--- src/rtl/pq_pkg.sv ---
package pq_pkg;
  typedef struct packed {
    logic       eoi;
    logic       setEn;
    logic [1:0] setVal;
  } pqStrb_t;

  localparam logic [1:0] PQ_OFF = 2'b01;
endpackage

--- src/rtl/pq_ctrl.sv ---
module pq_ctrl
  import pq_pkg::*;
#(
  parameter int SRC_W  = 3,
  parameter int DATA_W = 8
) (
  input  logic                clk,
  input  logic                rstN,
  input  logic                mmioRd,
  input  logic [SRC_W+2:0]    mmioAddr,
  input  logic [1:0]          oldPq,
  output pqStrb_t             strb,
  output logic [SRC_W-1:0]    mmioSrc,
  output logic                mmioRvalid,
  output logic [DATA_W-1:0]   mmioRdata
);
  logic [2:0]        op;
  logic [DATA_W-1:0] rspNext;

  assign op      = mmioAddr[2:0];
  assign mmioSrc = mmioAddr[SRC_W+2:3];

  always_comb begin
    strb        = '0;
    strb.eoi    = mmioRd && (op == 3'd0);
    strb.setEn  = mmioRd && op[2];
    strb.setVal = op[1:0];
  end

  always_comb begin
    rspNext = '0;
    case (op)
      3'd0:    rspNext[0]   = oldPq[0];
      3'd2,
      3'd3:    rspNext      = '0;
      default: rspNext[1:0] = oldPq;
    endcase
  end

  always_ff @(posedge clk) begin
    if (!rstN) begin
      mmioRvalid <= 1'b0;
      mmioRdata  <= '0;
    end else begin
      mmioRvalid <= mmioRd;
      if (mmioRd) mmioRdata <= rspNext;
    end
  end


  rvalid_after_rd_chk: assert property (@(posedge clk) disable iff (!rstN)
    mmioRd |=> mmioRvalid);

  rvalid_idle_chk: assert property (@(posedge clk) disable iff (!rstN)
    !mmioRd |=> !mmioRvalid);
endmodule

--- src/rtl/pq_datapath.sv ---
module pq_datapath
  import pq_pkg::*;
#(
  parameter int NUM_SRC = 8,
  parameter int SRC_W   = 3
) (
  input  logic               clk,
  input  logic               rstN,
  input  logic [NUM_SRC-1:0] trig,
  input  pqStrb_t            strb,
  input  logic [SRC_W-1:0]   mmioSrc,
  input  logic               notifyReady,
  output logic [1:0]         oldPq,
  output logic               notifyValid,
  output logic [SRC_W-1:0]   notifySrc
);
  logic [1:0]         pqState [NUM_SRC];
  logic [1:0]         pqNext  [NUM_SRC];
  logic [NUM_SRC-1:0] pendQ, pendSet, grant;

  assign oldPq = pqState[mmioSrc];

  for (genvar i = 0; i < NUM_SRC; i++) begin : g_src
    logic       sel;
    logic [1:0] afterLoad;
    logic       emitLoad, emitTrig;

    assign sel = (mmioSrc == SRC_W'(i));

    always_comb begin
      afterLoad = pqState[i];
      emitLoad  = 1'b0;
      if (sel && strb.eoi) begin
        afterLoad[1] = 1'b0;
        if (pqState[i][0]) begin
          afterLoad[0] = 1'b0;
          emitLoad     = 1'b1;
        end
      end else if (sel && strb.setEn) begin
        afterLoad = strb.setVal;
      end
    end

    always_comb begin
      pqNext[i] = afterLoad;
      emitTrig  = 1'b0;
      if (trig[i]) begin
        case (afterLoad)
          2'b00:   begin pqNext[i] = 2'b10; emitTrig = 1'b1; end
          2'b10:   pqNext[i] = 2'b11;
          default: pqNext[i] = afterLoad;
        endcase
      end
    end

    assign pendSet[i] = emitLoad | emitTrig;

    always_ff @(posedge clk) begin
      if (!rstN) pqState[i] <= PQ_OFF;
      else       pqState[i] <= pqNext[i];
    end


    off_holds_chk: assert property (@(posedge clk) disable iff (!rstN)
      (pqState[i] == 2'b01 && !(sel && (strb.eoi || strb.setEn))) |=> pqState[i] == 2'b01);

    full_holds_chk: assert property (@(posedge clk) disable iff (!rstN)
      (pqState[i] == 2'b11 && !(sel && (strb.eoi || strb.setEn))) |=> pqState[i] == 2'b11);
  end

  always_comb begin
    grant     = '0;
    notifySrc = '0;
    for (int k = NUM_SRC - 1; k >= 0; k--) begin
      if (pendQ[k]) begin
        grant     = '0;
        grant[k]  = 1'b1;
        notifySrc = SRC_W'(k);
      end
    end
  end

  assign notifyValid = |pendQ;

  always_ff @(posedge clk) begin
    if (!rstN) pendQ <= '0;
    else       pendQ <= (pendQ & ~(grant & {NUM_SRC{notifyReady}})) | pendSet;
  end


  grant_onehot_chk: assert property (@(posedge clk) disable iff (!rstN)
    $onehot0(grant));

  hold_until_taken_chk: assert property (@(posedge clk) disable iff (!rstN)
    (notifyValid && !notifyReady) |=> notifyValid);
endmodule

--- src/rtl/pq_source_array.sv ---
module pq_source_array
  import pq_pkg::*;
#(
  parameter int NUM_SRC = 8,
  parameter int DATA_W  = 8,
  localparam int SRC_W  = (NUM_SRC > 1) ? $clog2(NUM_SRC) : 1
) (
  input  logic               clk,
  input  logic               rstN,
  input  logic [NUM_SRC-1:0] trig,
  input  logic               mmioRd,
  input  logic [SRC_W+2:0]   mmioAddr,
  output logic               mmioRvalid,
  output logic [DATA_W-1:0]  mmioRdata,
  output logic               notifyValid,
  input  logic               notifyReady,
  output logic [SRC_W-1:0]   notifySrc
);
  pqStrb_t          strb;
  logic [SRC_W-1:0] mmioSrc;
  logic [1:0]       oldPq;

  pq_ctrl #(.SRC_W(SRC_W), .DATA_W(DATA_W)) u_ctrl (
    .clk(clk), .rstN(rstN), .mmioRd(mmioRd), .mmioAddr(mmioAddr),
    .oldPq(oldPq), .strb(strb), .mmioSrc(mmioSrc),
    .mmioRvalid(mmioRvalid), .mmioRdata(mmioRdata)
  );

  pq_datapath #(.NUM_SRC(NUM_SRC), .SRC_W(SRC_W)) u_dp (
    .clk(clk), .rstN(rstN), .trig(trig), .strb(strb), .mmioSrc(mmioSrc),
    .notifyReady(notifyReady), .oldPq(oldPq),
    .notifyValid(notifyValid), .notifySrc(notifySrc)
  );
endmodule

--- config.mk ---
export PLATFORM = sky130hd
export DESIGN_NAME = pq_source_array
export DESIGN_NICKNAME = d
export VERILOG_FILES = /design/src/rtl/pq_pkg.sv /design/src/rtl/pq_ctrl.sv /design/src/rtl/pq_datapath.sv /design/src/rtl/pq_source_array.sv
export SDC_FILE = /design/constraint.sdc
export NUM_CORES = 1
export LEC_CHECK = 0
export BUFFER_PORTS_ARGS = -buffer_cell sky130_fd_sc_hd__buf_2
export CORE_MARGIN = 4
export CORE_UTILIZATION = 60
export CTS_CLUSTER_SIZE = 12
export DETAILED_ROUTE_END_ITERATION = 10
export MAX_ROUTING_LAYER = met4
export PLACE_DENSITY = 0.84
export SETUP_SLACK_MARGIN = 0.4
export SYNTH_ARGS = -nofsm -noshare
export SYNTH_HDL_FRONTEND = slang
export SYNTH_SLANG_ARGS = --single-unit
--- constraint.sdc ---
create_clock -name clk -period 2.44 [get_ports clk]
set_input_delay 0.244 -clock clk [delete_from_list [all_inputs] [get_ports clk]]
set_output_delay 0.244 -clock clk [all_outputs]
set_load 0.02 [all_outputs]
==> summary.md <==
| Metric | Value |
|---|---|
| Worst skew pair latency | `0.33 ns` |
| Worst vdd ir | `just over 0.3 mV` |
| DR vias | `around 1600` |
| Vias in the first global route | `approximately 1600` |
| Share of cells above drive strength 1 | `a little under a quarter` |
| Die width | `between 60 and 70 um` |
| P_leak | `roughly 0.7 nW` |
| Final setup violation count | `0` |
| Setup TNS | `0 ns` |
| Max incr delay on CP | `approximately 0.4 ns` |
| Worst path slowest cell | `nor4_1` |
| Fin crit period | `1.67 ns` |
| Critical Setup Path Class | `register to output pin` |
| Fin crit share | `between 60 and 70%` |
| Ys flop type | `dfxtp_1` |
| First-pass GRT wire length | `just over 7000 um` |
| Post-synthesis cell type count | `45` |
| Slew Limit Fails | `0` |
| Antenna violations before repair | `0` |
| Synth Area in Compound Gates | `29.3%` |
| Max Cap Viol | `0` |
| Initial Util | `64.1%` |
| H-tree depth | `1` |
| DRT Pass-1 Iters | `4` |
| CTS sink cnt | `27` |
| Clock buffer depth | `2` |
| WP data arrival | `between 1 and 1.5 ns` |
| Mux cell area share after synthesis | `about 6.1%` |
| # nets final | `~230` |
| Setup Skew | `0.00552 ns` |
| Async SR Flop Fraction | `0%` |
| Post-CTS Hold Fix Bufs | `0` |
| Die Area | `slightly below 4000 um2` |
| Post-DR vias/cell | `roughly 6.7` |
| Crit start category | `register` |
| Post-Synth Simple-Gate Area | `24.9%` |
| WP buf/inv | `1` |
| Post-CTS sizing | `0` |
| Adder-cell share of the synthesized area | `0%` |
| XOR/XNOR Fraction of Synth Area | `0%` |
| Critical Path Sink Type | `output pin` |
| Diodes inserted | `0` |
| Ys Warns | `0` |
| Sequential area share after synthesis | `29.8%` |
| Hold Path Class | `input pin to register` |
| Worst-path maximum fanout | `7` |
| Max_slew headroom | `a little over half` |
| Clock transition at the registers of the reported paths | `about 0.14 ns` |
| Mapped Cells | `around 200` |
| CTS tree | `built` |
| Post-synthesis cell area | `about 1800 um2` |
| GRT Residual Overflow | `0` |
| Final Hold Vio Count | `0` |
| Run status | `completed` |
| Least-Margin Pin Slew | `around 0.68 ns` |
| Syn Area/Cell | `9.02 um2` |
| CORE AREA | `between 2000 and 3000 um2` |
| DRC | `0` |
| Die Span Y | `approximately 63 um` |
| F_max | `~600 MHz` |
| Routed wire length | `between 4000 and 5000 um` |
| GP Congestion | `about 0.96` |
| Setup repair bufs after CTS | `0` |
| CP top delay family | `simple AND/OR/NAND/NOR gates` |
| Number of synthesized flops with an enable pin | `0` |
| RSZ-0062 raised after global routing | `false` |
| Largest net degree at the start of global routing | `17` |
| Required time of the critical path | `2.20 ns` |
| PD cells | `roughly 460 nW/um2` |
| Total GRT Usage | `~23%` |
| Site Rows | `19` |
| Ports | `31` |
| Crit-path cells | `nor4_1 > nand3_1 > buf_2` |
| DR WL/cell | `17.6 um` |
| Largest family of logic cells by synthesized area | `compound AO/OA/AOI/OAI gates` |
| Cts bufs inserted | `3` |
| Root Buffer | `clkbuf_4` |
| Setup WS post-layout | `0.771 ns` |
| Synth Register Bits | `27` |
| Port buffer count | `24` |
| Setup WS pre-CTS | `just over 0.7 ns` |
| Area growth syn-to-layout | `3.45%` |
| DPL Wire Length | `approximately 3300 um` |
| Initial drt markers | `about 160` |
| Fill count | `~240` |
| Post-route ant nets | `0` |
## layout by cell type, fill, tap and decap left out, types with 3 or more instances in the layout
master and n:
dfxtp_1 27, nand2_1 15, o31ai_2 5, a32oi_1 3, o2111ai_1 7, nor4_2 7, o21a_1 8, and3_1 8
o31ai_1 3, buf_2 24, nor2_1 12, clkbuf_4 3, conb_1 6, a211o_1 7, nand3_1 9, nand2b_1 4
a21oi_1 15, mux4_2 4, inv_1 7, o21ai_0 4, a31oi_1 5
## area by class of cell
cell class / instances / area (um2) / area share [%]
inverters: 7 / 26.3 / 1.40
well taps: 31 / 38.8 / 2.07
flip-flops and latches: 27 / 541 / 28.8
clock buffers: 4 / 26.3 / 1.40
repair buffers: 25 / 128 / 6.80
multi-input cells: 152 / 1120 / 59.5
## path summary, 6_finish.rpt
check,depth (start not counted),from,slack (ns),end
worst max-delay path,3,u_dp.pendQ[4],0.77,notifyValid
worst min-delay path,2,trig[1],0.13,u_dp.pqState[1][0]
worst max register to register,4,u_dp.pendQ[0],1.09,u_dp.pendQ[7]
worst min register to register,2,u_ctrl.mmioRdata[1],0.50,u_ctrl.mmioRdata[1]
## cells by family after synthesis
logic type,after synthesis
AO/OA/AOI/OAI,67
buffers and inverters,27
flip-flops,27
multiplexers,6
other,1
AND/OR/NAND/NOR,73
## per-stage QoR
stage	cells	total power, mW	util (%)	area (um2)	hold WS [ns]
global route	246	0.901	66.3	1880	0.123
CTS	246	0.857	66.3	1880	0.133
floorplan	206	0.633	-	1830	0.362
detailed placement	242	0.668	65.4	1850	0.475
global placement	242	0.662	65.4	1850	0.459
finish	246	0.855	66.3	1880	0.134
## cells in the mapped netlist (all sizes together), types with 2 or more instances
cell	n	area [um2]
mux4	4	90.1
nand2b	4	25.0
o31ai	10	128
nor4	10	121
and3	8	50.1
nand3	9	45.0
o21a	8	60.1
or2	2	15.0
a32oi	3	26.3
o221ai	2	17.5
mux2i	2	20.0
nor2b	3	21.3
inv	7	26.3
o2111ai	7	61.3
nor3	2	10.0
dfxtp	27	541
o21ai	4	20.0
nor2	12	45.0
a41oi	2	17.5
nand3b	2	15.0
a31oi	5	31.3
a21oi	15	75.1
buf	16	134
a211o	7	61.3
nand2	16	62.6
clkbuf	4	15.0
## metal layers
layer / up-vias / wire (um) / track usage [%]
met1: 777 / 1860 / 29.4
met3: 4 / 320 / 3.78
met2: 74 / 2100 / 37.0
li1: 789 / - / -
met5: - / 0 / -
met4: 0 / 46 / 7.71
## flip-flops by register name (all words and copies together) (netlist names)
signal,cells
u_dp.pqState,16
u_ctrl.mmioRdata,2
u_ctrl.mmioRvalid,1
u_dp.pendQ,8
## power breakdown
group / internal (mW) / switching [mW] / leakage [nW]
Combinational: 0.0660 / 0.126 / 0.465
Sequential: 0.457 / 0.0131 / 0.220
Clock: 0.0642 / 0.129 / 0.0150
Total: 0.587 / 0.268 / 0.699
Power figures use the tool's default switching activity.
